**src/rtl/mul_unit_pkg.sv**
```systemverilog
package mul_unit_pkg;
  localparam int unsigned WORD_W = 32;
  localparam int unsigned HALF_W = WORD_W / 2;
  localparam int unsigned PROD_W = 2 * WORD_W;
  localparam int unsigned IDX_W  = 5;
  localparam int unsigned OPC_W  = 6;

  localparam logic [OPC_W-1:0] OPC_HREG   = 6'b000111;
  localparam logic [OPC_W-1:0] OPC_HIMM5  = 6'b010111;
  localparam logic [OPC_W-1:0] OPC_HIMM16 = 6'b110111;
  localparam logic [OPC_W-1:0] OPC_WIDE   = 6'b111111;
  localparam logic [10:0]      SUB_WREG   = 11'h220;
  localparam logic [4:0]       SUB_WIMM   = 5'b01001;

  typedef enum logic [2:0] {
    FORM_NONE,
    FORM_HREG,
    FORM_HIMM5,
    FORM_HIMM16,
    FORM_WREG,
    FORM_WIMM
  } mulForm_e;

  typedef struct packed {
    mulForm_e form;
    logic     capture;
    logic     emitLive;
    logic     emitHeld;
  } mulStrobe_t;
endpackage

```
**src/rtl/mul_ctrl.sv**
```systemverilog
module mul_ctrl
  import mul_unit_pkg::*;
(
  input  logic             clk,
  input  logic             rstN,
  input  logic             start,
  input  logic [OPC_W-1:0] opcode,
  input  logic [10:0]      subField,
  output mulStrobe_t       strobe,
  output logic             busy
);
  mulForm_e form;
  logic     accept;
  logic     twoCycle;
  logic     busyQ;

  always_comb begin
    form = FORM_NONE;
    unique case (opcode)
      OPC_HREG:   form = FORM_HREG;
      OPC_HIMM5:  form = FORM_HIMM5;
      OPC_HIMM16: form = FORM_HIMM16;
      OPC_WIDE: begin
        if (subField == SUB_WREG)
          form = FORM_WREG;
        else if (subField[10:6] == SUB_WIMM && subField[1:0] == 2'b00)
          form = FORM_WIMM;
      end
      default: form = FORM_NONE;
    endcase
  end

  assign twoCycle = (form == FORM_HIMM16) || (form == FORM_WREG) || (form == FORM_WIMM);
  assign accept   = start && !busyQ && (form != FORM_NONE);

  always_comb begin
    strobe.form     = form;
    strobe.capture  = accept && twoCycle;
    strobe.emitLive = accept && !twoCycle;
    strobe.emitHeld = busyQ;
  end

  always_ff @(posedge clk or negedge rstN) begin
    if (!rstN) busyQ <= 1'b0;
    else       busyQ <= accept && twoCycle;
  end

  assign busy = busyQ;
endmodule

```
**src/rtl/mul_dp.sv**
```systemverilog
module mul_dp
  import mul_unit_pkg::*;
(
  input  logic              clk,
  input  logic              rstN,
  input  mulStrobe_t        strobe,
  input  logic [4:0]        immLo,
  input  logic [IDX_W-1:0]  reg2Idx,
  input  logic [HALF_W-1:0] hw1,
  input  logic [WORD_W-1:0] srcA,
  input  logic [WORD_W-1:0] srcB,
  output logic              done,
  output logic              wrLoEn,
  output logic [IDX_W-1:0]  wrLoIdx,
  output logic [WORD_W-1:0] wrLoData,
  output logic              wrHiEn,
  output logic [IDX_W-1:0]  wrHiIdx,
  output logic [WORD_W-1:0] wrHiData
);
  logic signed [WORD_W-1:0] liveX, liveY, heldX, heldY, mulX, mulY;
  logic signed [PROD_W-1:0] product;
  logic                     liveWide, heldWide, useWide;
  logic [IDX_W-1:0]         heldReg2, heldReg3, useReg2, useReg3;
  logic [8:0]               imm9;

  assign imm9 = {hw1[5:2], immLo};

  always_comb begin
    liveX    = WORD_W'($signed(srcA[HALF_W-1:0]));
    liveY    = WORD_W'($signed(srcB[HALF_W-1:0]));
    liveWide = 1'b0;
    case (strobe.form)
      FORM_HIMM5:  liveX = WORD_W'($signed(immLo));
      FORM_HIMM16: begin
        liveX = WORD_W'($signed(hw1));
        liveY = WORD_W'($signed(srcA[HALF_W-1:0]));
      end
      FORM_WREG: begin
        liveX    = srcA;
        liveY    = srcB;
        liveWide = 1'b1;
      end
      FORM_WIMM: begin
        liveX    = WORD_W'($signed(imm9));
        liveY    = srcB;
        liveWide = 1'b1;
      end
      default: ;
    endcase
  end

  always_ff @(posedge clk or negedge rstN) begin
    if (!rstN) begin
      heldX    <= '0;
      heldY    <= '0;
      heldWide <= 1'b0;
      heldReg2 <= '0;
      heldReg3 <= '0;
    end else if (strobe.capture) begin
      heldX    <= liveX;
      heldY    <= liveY;
      heldWide <= liveWide;
      heldReg2 <= reg2Idx;
      heldReg3 <= hw1[15:11];
    end
  end

  assign mulX    = strobe.emitHeld ? heldX    : liveX;
  assign mulY    = strobe.emitHeld ? heldY    : liveY;
  assign useWide = strobe.emitHeld ? heldWide : liveWide;
  assign useReg2 = strobe.emitHeld ? heldReg2 : reg2Idx;
  assign useReg3 = strobe.emitHeld ? heldReg3 : hw1[15:11];
  assign product = PROD_W'(mulX) * PROD_W'(mulY);

  always_ff @(posedge clk or negedge rstN) begin
    if (!rstN) begin
      done     <= 1'b0;
      wrLoEn   <= 1'b0;
      wrHiEn   <= 1'b0;
      wrLoIdx  <= '0;
      wrHiIdx  <= '0;
      wrLoData <= '0;
      wrHiData <= '0;
    end else begin
      done     <= strobe.emitLive || strobe.emitHeld;
      wrLoEn   <= 1'b0;
      wrHiEn   <= 1'b0;
      wrLoIdx  <= useReg2;
      wrHiIdx  <= useReg3;
      wrLoData <= product[WORD_W-1:0];
      wrHiData <= product[PROD_W-1:WORD_W];
      if (strobe.emitLive || strobe.emitHeld) begin
        wrHiEn <= useWide;
        wrLoEn <= !useWide || (useReg3 != useReg2);
      end
    end
  end
endmodule

```
**src/rtl/mul_unit.sv**
```systemverilog
module mul_unit
  import mul_unit_pkg::*;
(
  input  logic              clk,
  input  logic              rstN,
  input  logic              start,
  input  logic [WORD_W-1:0] instr,
  input  logic [WORD_W-1:0] srcA,
  input  logic [WORD_W-1:0] srcB,
  output logic              busy,
  output logic              done,
  output logic              wrLoEn,
  output logic [IDX_W-1:0]  wrLoIdx,
  output logic [WORD_W-1:0] wrLoData,
  output logic              wrHiEn,
  output logic [IDX_W-1:0]  wrHiIdx,
  output logic [WORD_W-1:0] wrHiData
);
  mulStrobe_t strobe;

  mul_ctrl u_ctrl (
    .clk      (clk),
    .rstN     (rstN),
    .start    (start),
    .opcode   (instr[10:5]),
    .subField (instr[26:16]),
    .strobe   (strobe),
    .busy     (busy)
  );

  mul_dp u_dp (
    .clk      (clk),
    .rstN     (rstN),
    .strobe   (strobe),
    .immLo    (instr[4:0]),
    .reg2Idx  (instr[15:11]),
    .hw1      (instr[31:16]),
    .srcA     (srcA),
    .srcB     (srcB),
    .done     (done),
    .wrLoEn   (wrLoEn),
    .wrLoIdx  (wrLoIdx),
    .wrLoData (wrLoData),
    .wrHiEn   (wrHiEn),
    .wrHiIdx  (wrHiIdx),
    .wrHiData (wrHiData)
  );
endmodule

```
**config.mk**
```make
export PLATFORM = sky130hd
export DESIGN_NAME = mul_unit
export DESIGN_NICKNAME = d
export VERILOG_FILES = /design/src/rtl/mul_unit_pkg.sv /design/src/rtl/mul_ctrl.sv /design/src/rtl/mul_dp.sv /design/src/rtl/mul_unit.sv
export SDC_FILE = /design/constraint.sdc
export NUM_CORES = 2
export LEC_CHECK = 0
export BUFFER_PORTS_ARGS = -buffer_cell sky130_fd_sc_hd__buf_2
export CAP_MARGIN = 0
export CORE_ASPECT_RATIO = 1.25
export CORE_MARGIN = 2
export CORE_UTILIZATION = 55
export DETAILED_ROUTE_END_ITERATION = 10
export PLACE_DENSITY = 0.72
export RECOVER_POWER = 25
export SETUP_SLACK_MARGIN = 0.15
export SLEW_MARGIN = 20
export SYNTH_ARGS = -nofsm -noshare
export SYNTH_HDL_FRONTEND = slang
export SYNTH_SLANG_ARGS = --single-unit
```
**constraint.sdc**
```tcl
create_clock -name clk -period 12.76 [get_ports clk]
set_input_delay 0 -clock clk [delete_from_list [all_inputs] [get_ports clk]]
set_output_delay 0 -clock clk [all_outputs]
set_load 0.02 [all_outputs]
```
==> results.txt <==
Hold Path Stages: 3
Final period util: 97.2%
GRT Total Usage: 37.5%
Critical Path RT: 13200 ps
PortBufs: 176
Primary FF master, synth: dfrtp_1
critical path peak fanout: 24
ys async rst share: 100%
TritonCTS Buffers: 17
initial antenna violation count: 7
Worst Hold Path EP: u_dp.heldX[19]
crit path from: instr[16]
root buffer cell: clkbuf_16
clock period minus worst slack: 12400 ps
CTS Sinks: 153
Slew Viols, Final: 94
Final Skew: 28.1 ps
total gr overflow: 0
run status: complete, but fails checks
Final Hold Viols: 0
number of setup buffers added after CTS: 0
fillcell total: 6348
Register-to-Register Path Depth: 25
RSZ-0062 raised after global routing: false
largest cells by area after synthesis: fa_1 51%, dfrtp_1 9.1%, inv_1 8.6%, ha_1 5.5%, nand2_1 5.3%
reg-to-reg slack, setup: 840 ps
Worst setup SP type: input pin
syn nets: 5777
post_cts resized: 0
Unique masters post-synth: 80
first-pass GRT wire length: 215000 µm
largest area contributor in the netlist: fa_1
Reg clk slew, reported paths: 80 ps
Die Footprint: 79000 µm²
synth warn: 0
Iteration-0 DRC Markers: 3057
clk_lat worst skew: 520 ps
drt pass-1 iters: 6
Setup violations, final: 0
worst-case clock buffer depth: 2
largest net degree at the start of global routing: 94
share of cells above drive strength 1: 11.0%
total routed wirelength: 139000 µm
register area share after synthesis: 9.07%
Final Util: 60.3%
Antenna Violating Nets Remaining: 0
Starting Density: 55.6%
Max Cap Violations: 1
vias per inst: 5.86
Hold Crit Class: input pin to flip-flop
commonest non-fill, non-tap cell in the layout: fa_1
Final nets: 5954
data arrival time of the worst path: 12850 ps
synth-to-layout area growth: 8.41%
Yosys reg bits: 153
violated checks: max-capacitance violations, max-slew violations
syn avg cell area: 9.56 µm²
number of global-route vias before repair: 36500
top cell type's share of synthesized area: 51.3%
cells after synthesis: 4412
critical path type: input pin to flip-flop
via count: 32700
Fmax: 80.6 MHz
CP Capture Type: flip-flop
R2R Path Start: u_ctrl.busy
cell area after synthesis: 42200 µm²
Top-Level Pins: 177
CTS tree: yes
commonest cells after routing, fill and taps aside: 1082 x fa_1, 969 x inv_1, 599 x nand2_1, 566 x nor2_1, 184 x ha_1
Detail Placement HPWL: 111000 µm
drt drc: 0
hold path startpoint: srcA[19]
Die Width: 252 µm
H-tree depth: 4
GP Congestion: 1.07
pin slew with the least headroom to its limit: 5440 ps
reg-to-reg endpoint: u_dp.wrHiData[30]
worst rel slew slack: -263%
core area: 75900 µm²
die height: 314 µm
EDFF count, synth: 0
TNS Setup: 0 ps
wire per inst: 25.0 µm
# rows: 113
==> metrics by stage <==
stage               cells  instance area (µm²)  hold WS (ps)  worst slack [ps]
detailed placement   5460                44200           153               648
global route         5579                45700          20.2               277
floorplan            4412                42200          -296              3770
global placement     5460                44200           157               693
CTS                  5578                45700          3.69               633
finish               5582                45700          2.37               356
==> final cells by class <==
cell class | count | area [µm²] | area share, %
well taps | 977 | 1220 | 2.67
diodes | 3 | 7.51 | 0.0164
repair buffers | 359 | 2470 | 5.40
multi-input cells | 3086 | 33900 | 74.2
flip-flops and latches | 153 | 3830 | 8.37
clock inverters | 15 | 199 | 0.435
inverters | 972 | 3650 | 7.99
clock buffers | 17 | 425 | 0.930
==> worst max path at each step <==
| stage | end |
|---|---|
| after detailed placement | u_dp.wrHiData[30] |
| final | u_dp.wrHiData[30] |
| after global routing | u_dp.wrHiData[30] |
| after floorplan | u_dp.wrHiData[28] |
| after CTS | u_dp.wrHiData[30] |
| after global placement | u_dp.wrHiData[30] |
==> layer usage <==
layer | GRT usage (%) | vias up | wire (µm)
met5 | 0 | - | 21
met4 | 33.6 | 4 | 15400
met3 | 10.0 | 774 | 13500
met2 | 60.4 | 2078 | 66200
met1 | 40.7 | 16500 | 44300
li1 | - | 13300 | -
==> cell families (layout without fill, tap and decap cells) <==
kind of cell             after synthesis  in the layout  share of synthesized area (%)
AO/OA/AOI/OAI                        312            312                           5.14
adder cells (fa/ha/maj)             1266           1266                           56.8
other                                  0              3                              0
buffers and inverters               1173           1363                           11.1
AND/OR/NAND/NOR                     1272           1272                           12.0
XOR/XNOR                              75             75                           1.56
multiplexers                         161            161                           4.44
flip-flops                           153            153                           9.07
==> repair_timing <==
action / in CTS / in global routing
hold buffers: 86 / 0
endpoints found under the hold margin: 171 / 0
endpoints found under the setup margin: 0 / 0
==> state kept, by name, indices dropped and copies added, names as in the netlist <==
register       count
u_dp.heldX        32
u_dp.heldY        32
u_dp.wrHiData     32
u_dp.wrLoData     32
u_dp.heldReg2      5
u_dp.heldReg3      5
u_dp.wrHiIdx       5
u_dp.wrLoIdx       5
u_ctrl.busy        1
u_dp.done          1
u_dp.heldWide      1
u_dp.wrHiEn        1
u_dp.wrLoEn        1
==> cells in the mapped netlist (8+ instances only) <==
library cell	number
a21oi_1	92
inv_1	969
xor2_1	26
a221o_1	8
mux2_2	105
mux2i_1	27
nand2_1	599
nand2b_1	13
o21bai_1	10
ha_1	184
dfrtp_1	153
fa_1	1082
a21o_4	11
mux2i_2	18
buf_2	78
a21o_1	36
o21ai_1	11
mux2_4	10
nand4_1	16
o211ai_1	8
nand3_1	16
xnor2_1	49
clkbuf_1	93
nor3_1	10
and2_1	17
o21ai_0	54
nor2_1	566
buf_6	18
o21a_1	17
==> worst max-delay path, cell delays in order <==
cell and delay [ps]:
dlygate4sd3_1 540, buf_2 130, or4_4 500, nor3_4 240, o21a_4 350, nor2_1 130
mux2i_4 830, a21o_1 200, mux2_2 520, and2_1 280, fa_1 480, fa_1 500
fa_1 1000, fa_1 560, fa_1 500, fa_1 570, fa_1 450, fa_1 460
ha_1 510, nand4_1 250, nor4_1 810, nand4_1 480, a21oi_1 780, nor3_1 390
o311ai_1 670, a211oi_1 260, o21ai_1 220, xor2_1 160
Power is not shown: default switching activity piles up to over one toggle a cycle in this logic, so the estimate is an artifact.
